**src/rtl/tlb_pkg.sv**
```systemverilog
package tlb_pkg;
  localparam int PAGE_OFF_W = 12;
  typedef struct packed {
    logic valid;
    logic refd;
    logic dirty;
  } slot_stat_t;
endpackage

```
**src/rtl/tlb_match.sv**
```systemverilog
module tlb_match #(
  parameter int ENTRIES = 16,
  parameter int KEY_W   = 20,
  localparam int IDX_W  = $clog2(ENTRIES)
) (
  input  logic             clk,
  input  logic             rst,
  input  logic [ENTRIES-1:0] valid,
  input  logic [KEY_W-1:0] tags [ENTRIES],
  input  logic [KEY_W-1:0] key,
  output logic             found,
  output logic [IDX_W-1:0] idx
);
  logic [ENTRIES-1:0] hitvec;

  for (genvar g = 0; g < ENTRIES; g++) begin : g_cmp
    assign hitvec[g] = valid[g] && (tags[g] == key);
  end

  always_comb begin
    idx = '0;
    for (int i = 0; i < ENTRIES; i++)
      if (hitvec[i]) idx = IDX_W'(i);
  end
  assign found = |hitvec;

  // fills never leave two valid slots holding the same page
  assert_no_dup_R5: assert property (@(posedge clk) disable iff (rst)
    $onehot0(hitvec));
endmodule

```
**src/rtl/tlb_lru.sv**
```systemverilog
module tlb_lru #(
  parameter int ENTRIES = 16,
  localparam int IDX_W  = $clog2(ENTRIES)
) (
  input  logic             clk,
  input  logic             rst,
  input  logic             touch,
  input  logic [IDX_W-1:0] touch_idx,
  output logic [IDX_W-1:0] oldest_idx
);
  localparam logic [IDX_W-1:0] AGE_MAX = IDX_W'(ENTRIES - 1);
  logic [IDX_W-1:0] age_q [ENTRIES];
  logic [ENTRIES-1:0] oldest_vec;

  always_ff @(posedge clk) begin
    if (rst) begin
      for (int i = 0; i < ENTRIES; i++) age_q[i] <= IDX_W'(i);
    end else if (touch) begin
      for (int i = 0; i < ENTRIES; i++) begin
        if (IDX_W'(i) == touch_idx)          age_q[i] <= '0;
        else if (age_q[i] < age_q[touch_idx]) age_q[i] <= age_q[i] + 1'b1;
      end
    end
  end

  for (genvar g = 0; g < ENTRIES; g++) begin : g_old
    assign oldest_vec[g] = (age_q[g] == AGE_MAX);
  end

  always_comb begin
    oldest_idx = '0;
    for (int i = 0; i < ENTRIES; i++)
      if (oldest_vec[i]) oldest_idx = IDX_W'(i);
  end

  // ages stay a permutation, so exactly one slot is the oldest
  assert_one_oldest_R4: assert property (@(posedge clk) disable iff (rst)
    $countones(oldest_vec) == 1);
endmodule

```
**src/rtl/tlb_xlate.sv**
```systemverilog
module tlb_xlate
  import tlb_pkg::*;
#(
  parameter int VA_W    = 32,
  parameter int PA_W    = 32,
  parameter int ENTRIES = 16,
  localparam int VPN_W  = VA_W - PAGE_OFF_W,
  localparam int PPN_W  = PA_W - PAGE_OFF_W,
  localparam int IDX_W  = $clog2(ENTRIES)
) (
  input  logic             clk,
  input  logic             rst,
  input  logic             lk_valid,
  input  logic             lk_write,
  input  logic [VA_W-1:0]  lk_vaddr,
  input  logic             fill_valid,
  input  logic [VPN_W-1:0] fill_vpn,
  input  logic [PPN_W-1:0] fill_ppn,
  input  logic             ref_clear,
  input  logic             flush,
  output logic             lk_hit,
  output logic             lk_miss,
  output logic [PA_W-1:0]  lk_paddr,
  output logic             ev_valid,
  output logic [VPN_W-1:0] ev_vpn,
  output logic             ev_ref,
  output logic             ev_dirty
);
  logic [VPN_W-1:0] tag_q [ENTRIES];
  logic [PPN_W-1:0] ppn_q [ENTRIES];
  logic [ENTRIES-1:0] v_q, r_q, d_q;

  logic [VPN_W-1:0] lk_vpn;
  logic             lk_found, fill_dup, fill_go, any_free, touch;
  logic [IDX_W-1:0] lk_idx, dup_idx, free_idx, lru_idx, fill_slot, touch_idx;
  slot_stat_t       victim;

  assign lk_vpn = lk_vaddr[VA_W-1:PAGE_OFF_W];

  tlb_match #(.ENTRIES(ENTRIES), .KEY_W(VPN_W)) u_lk_match (
    .clk(clk), .rst(rst), .valid(v_q), .tags(tag_q), .key(lk_vpn),
    .found(lk_found), .idx(lk_idx));

  tlb_match #(.ENTRIES(ENTRIES), .KEY_W(VPN_W)) u_fill_match (
    .clk(clk), .rst(rst), .valid(v_q), .tags(tag_q), .key(fill_vpn),
    .found(fill_dup), .idx(dup_idx));

  always_comb begin
    free_idx = '0;
    for (int i = ENTRIES - 1; i >= 0; i--)
      if (!v_q[i]) free_idx = IDX_W'(i);
  end
  assign any_free = ~&v_q;

  assign fill_go   = fill_valid && !flush;
  assign fill_slot = fill_dup ? dup_idx : (any_free ? free_idx : lru_idx);
  assign touch     = fill_go || (lk_valid && lk_found);
  assign touch_idx = fill_go ? fill_slot : lk_idx;
  assign victim    = '{valid: v_q[fill_slot], refd: r_q[fill_slot], dirty: d_q[fill_slot]};

  tlb_lru #(.ENTRIES(ENTRIES)) u_lru (
    .clk(clk), .rst(rst), .touch(touch), .touch_idx(touch_idx),
    .oldest_idx(lru_idx));

  // mapping storage: no reset, single write port
  always_ff @(posedge clk) begin
    if (fill_go) begin
      tag_q[fill_slot] <= fill_vpn;
      ppn_q[fill_slot] <= fill_ppn;
    end
  end

  always_ff @(posedge clk) begin
    if (rst) begin
      v_q <= '0; r_q <= '0; d_q <= '0;
      lk_hit <= 1'b0; lk_miss <= 1'b0; lk_paddr <= '0;
      ev_valid <= 1'b0; ev_vpn <= '0; ev_ref <= 1'b0; ev_dirty <= 1'b0;
    end else begin
      lk_hit  <= lk_valid && lk_found;
      lk_miss <= lk_valid && !lk_found;
      if (lk_valid)
        lk_paddr <= lk_found ? {ppn_q[lk_idx], lk_vaddr[PAGE_OFF_W-1:0]} : '0;
      if (ref_clear) r_q <= '0;
      if (lk_valid && lk_found) begin
        r_q[lk_idx] <= 1'b1;
        if (lk_write) d_q[lk_idx] <= 1'b1;
      end
      ev_valid <= fill_go && !fill_dup && victim.valid;
      ev_vpn   <= tag_q[fill_slot];
      ev_ref   <= victim.refd;
      ev_dirty <= victim.dirty;
      if (fill_go) begin
        v_q[fill_slot] <= 1'b1;
        r_q[fill_slot] <= 1'b0;
        d_q[fill_slot] <= 1'b0;
      end
      if (flush) v_q <= '0;
    end
  end

  assert_result_R2: assert property (@(posedge clk) disable iff (rst)
    lk_valid |=> (lk_hit ^ lk_miss));
  assert_idle_R2: assert property (@(posedge clk) disable iff (rst)
    !lk_valid |=> (!lk_hit && !lk_miss));
  assert_offset_R1: assert property (@(posedge clk) disable iff (rst)
    lk_valid |=> (lk_miss || lk_paddr[PAGE_OFF_W-1:0] == $past(lk_vaddr[PAGE_OFF_W-1:0])));
  assert_flush_R9: assert property (@(posedge clk) disable iff (rst)
    ($past(flush) && lk_valid) |=> lk_miss);
  assert_ev_from_fill_R6: assert property (@(posedge clk) disable iff (rst)
    ev_valid |-> $past(fill_valid && !flush));
endmodule

```
**config.mk**
```make
export PLATFORM = sky130hd
export DESIGN_NAME = tlb_xlate
export DESIGN_NICKNAME = d
export VERILOG_FILES = /design/src/rtl/tlb_pkg.sv /design/src/rtl/tlb_match.sv /design/src/rtl/tlb_lru.sv /design/src/rtl/tlb_xlate.sv
export SDC_FILE = /design/constraint.sdc
export NUM_CORES = 2
export LEC_CHECK = 0
export BUFFER_PORTS_ARGS = -buffer_cell sky130_fd_sc_hd__buf_4
export CORE_ASPECT_RATIO = 1.5
export CORE_UTILIZATION = 55
export CTS_BUF_LIST = sky130_fd_sc_hd__clkbuf_8 sky130_fd_sc_hd__clkbuf_16
export DETAILED_ROUTE_END_ITERATION = 10
export PLACE_DENSITY = 0.82
export SLEW_MARGIN = 10
export SYNTH_ARGS = -nofsm -noshare
export SYNTH_HDL_FRONTEND = slang
export SYNTH_SLANG_ARGS = --single-unit
```
**constraint.sdc**
```tcl
create_clock -name clk -period 11.22 [get_ports clk]
set_input_delay 0.561 -clock clk [delete_from_list [all_inputs] [get_ports clk]]
set_output_delay 0.561 -clock clk [all_outputs]
set_load 0.005 [all_outputs]
```
==> run metrics <==
CP Launch Type=flip-flop; largest net degree at the start of global routing=roughly 170; worst min-delay path class=input pin to flip-flop; vias in the first global route=around 34k; most common cell after layout, fill and taps aside=edfxtp_1; Worst path slowest cell=or4b_2; maximum fanout along the worst path=36; first-pass GRT wire length=approximately 230,000 um; Final Hold Violating Endpoints=0; crit-path cells=xor2_1 -> or4b_2 -> nor4_1 -> nand2_1 -> a211oi_1 -> a211o_1 -> nand3_2 -> and2_1 -> buf_4 -> a211oi_1 -> a211oi_1 -> a211o_1 -> nand2_1 -> ha_1 -> or3_1 -> o21ai_0 -> a21oi_1 -> maj3_2 -> o21ai_0; vias=roughly 36k; Setup TNS=0 ns; CTS tree=built; Top delay family on crit path=simple AND/OR/NAND/NOR gates; violations in the final reports=DRC; Switching Fraction=between 20% and 30%; routing usage on met2=between 60 and 70%; WL final=159,000 um; GR met1 Demand/Resource=46.7%; yosys warns=0; Tmin final=slightly below 7 ns; Skew-Pair Late Insertion Delay=between 0.6 and 0.7 ns; HPWL after DPL=a little over 100,000 um; global route total overflow=0; Post-synth EDFFs=about 700; most frequent cells in the layout=edfxtp_1, nand2_1, xnor2_1; area delta synth->final=9.29%; CP Capture Type=flip-flop; Net Switching=between 1500 and 2000 uW; total chip power=between 6000 and 7000 uW; Slew Limit Fails=0; Most Crowded Layer GR=met2; Relative slew margins=between 20% and 30%; floorplan die width=around 230 um; kind of critical path=flip-flop to flip-flop; clock share of power=between 30% and 40%; Hold Buf Count CTS=0; I/O pin total=around 140; H-Tree Depth=3; prevailing post-synth register cell=edfxtp_1; fin nets=between 4k and 5k; total nets after synthesis=4,297; Seq pwr share=between 50% and 60%; Cells on Worst Hold Path=2; top cell type's share of synthesized area=47.7%; Post-Synthesis Mean Instance Area=10.6 um^2; top area cells in the synthesized netlist=edfxtp_1, xnor2_1, nand2_1; MaxCap Viol Count=0; worst-case clock buffer depth=3; final setup vio count=0; Routed WL per cell=30.2 um; Clock Pin Slew Worst Setup and Hold Paths=about 0.060 ns; Tcrit/Tclk final=61.1%; Arrival @ worst endpoint=between 7 and 8 ns; end of the worst register-to-register path=u_lru.age_q[2][2]; antenna violations before repair=4; Fmax=approximately 150 MHz; #FFs+latches synth=a little over 800; r2r startpoint=tag_q[200]; die area=a little over 80,000 um^2; maximum VDD drop=about 0.18 mV; Buffers & Inverters on Critical Path=1; clock tree sinks=roughly 800; Antenna Nets Post-Route=0; Initial Util=between 50% and 60%; status=finished with violations; Worst Clk Skew=between 0.03 and 0.04 ns; CP required=11.52 ns; post_cts resized=0; TritonCTS Buffers=77; IO buf count=about 140; num rows=about 130; Die Ht=350 um; Seq/Total Area, Yosys=~52%; gpl congestion=about 1.0; core area=about 80,000 um^2; clock root buffer=clkbuf_16; library cells used by synthesis=between 80 and 90; cell mode on critical path=a211oi_1; layout cells sized above 1=about a tenth; share of flip-flops with an asynchronous set or reset=0%; flop2flop setup slack=between 4 and 5 ns; Via density=6.80; Comb pwr share=about a tenth; most area-hungry cell type in the Yosys netlist=edfxtp_1; Starting DRT DRC Count=~4.9k; end of the worst hold path=lk_paddr[3]; Pre-Repair DR Iteration Count=11; Synth Cell Area=44,400 um^2; Mapped Cells=4,170; hold path startpoint=lk_vaddr[3]; Pwr Density=roughly 130 nW/um^2; DRC violations left=5; GRT Total Usage=approximately two fifths; Critical Path Max Stage Delay=about 0.7 ns; post-CTS setup buffer count=0; Lkg Pwr=0.0163 uW; met3 global-route usage=~8.2%; P_int=slightly below 5000 uW; depth of the most critical reg-to-reg path=19; unrepaired setup endpoints after global routing=no; worst-margin pin slew=between 1 and 1.5 ns
## registers in the layout (all words and copies together) (netlist names)
| name | flops |
|---|---|
| lk_paddr | 32 |
| ev_valid | 1 |
| lk_miss | 1 |
| ev_ref | 1 |
| ev_dirty | 1 |
| u_lru.age_q | 64 |
| tag_q | 320 |
| ev_vpn | 20 |
| lk_hit | 1 |
| ppn_q | 320 |
| v_q | 16 |
| r_q | 16 |
| d_q | 16 |
## final cells by class
| class | count | area, um^2 |
|---|---|---|
| clock buffers | 84 | 2050 |
| clock inverters | 57 | 382 |
| flip-flops and latches | 809 | 23200 |
| repair buffers | 182 | 1400 |
| diodes | 1 | 2.50 |
| fillers | 6457 | 31400 |
| inverters | 25 | 93.8 |
| multi-input cells | 3064 | 20000 |
| well taps | 1032 | 1290 |
## per-stage QoR
step           worst slack [ns]  hold WS (ns)  std cells  util, %  instance area [um^2]
2_1_floorplan              3.22         0.466       4170        -                 44400
4_1_cts                    4.50        0.0989       5252     60.6                 48500
3_3_place_gp               4.04         0.455       5111     57.6                 46000
5_1_grt                    4.11         0.115       5254     60.7                 48500
6_report                   4.37         0.121       5254     60.7                 48500
3_5_place_dp               3.86         0.456       5111     57.6                 46000
## cells by family (layout without fill, tap and decap cells)
family,after synthesis,in the layout,share of synthesized area (%)
AOI/OAI and AO/OA,609,609,9.24
and+or+nand+nor,1639,1639,18.6
other,0,1,0
muxes,99,99,2.29
adders and majority gates,62,62,1.69
DFF,809,809,52.4
buffers and inverters,297,348,2.83
xor gates and xnor gates,655,655,12.9
## how the worst max path moves through the flow
stage / startpoint / endpoint / slack, ns / depth (start not counted)
2_1_floorplan: fill_vpn[0] / ppn_q[1][0] / 3.22 / 14
3_3_place_gp: fill_vpn[2] / u_lru.age_q[4][0] / 4.04 / 21
3_5_place_dp: fill_vpn[11] / u_lru.age_q[4][0] / 3.86 / 21
4_1_cts: tag_q[200] / u_lru.age_q[13][1] / 4.50 / 15
5_1_grt: tag_q[200] / u_lru.age_q[2][2] / 4.11 / 19
6_report: tag_q[200] / u_lru.age_q[2][2] / 4.37 / 19
## routing by layer
layer,share of wire [%],vias up
met3,11,666
met1,34,17105
met2,45,2588
li1,-,15357
met5,0.020,-
met4,8.8,4
## power groups by stage
stage,clock [uW],combinational (uW),sequential [uW]
after floorplan,0,397,3390
after global placement,0,591,3400
after detailed placement,0,600,3400
after CTS,2580,603,3330
after global routing,2690,662,3330
final,2580,625,3330
## synthesized netlist by cell type, types with 11 or more instances
library cell,instances
edfxtp_1,704
nand2_1,704
xnor2_1,470
nand4_1,199
clkbuf_1,186
xor2_1,185
a21oi_1,124
nand3_1,112
nor2_1,112
dfxtp_1,105
and3_1,103
o21ai_0,102
nor4_1,101
a211oi_1,99
mux2i_1,91
nor3_1,79
a31oi_1,73
buf_2,61
nor2b_1,54
a311oi_1,49
ha_1,48
inv_1,25
a22oi_1,24
and2_1,23
a32o_1,21
o21a_1,21
or2_2,19
nand4b_1,18
nor3b_1,18
nor4b_1,16
buf_1,14
and4_1,13
o21ai_1,13
a22o_1,12
or3_1,11
or4_1,11
Power figures use the tool's default switching activity.
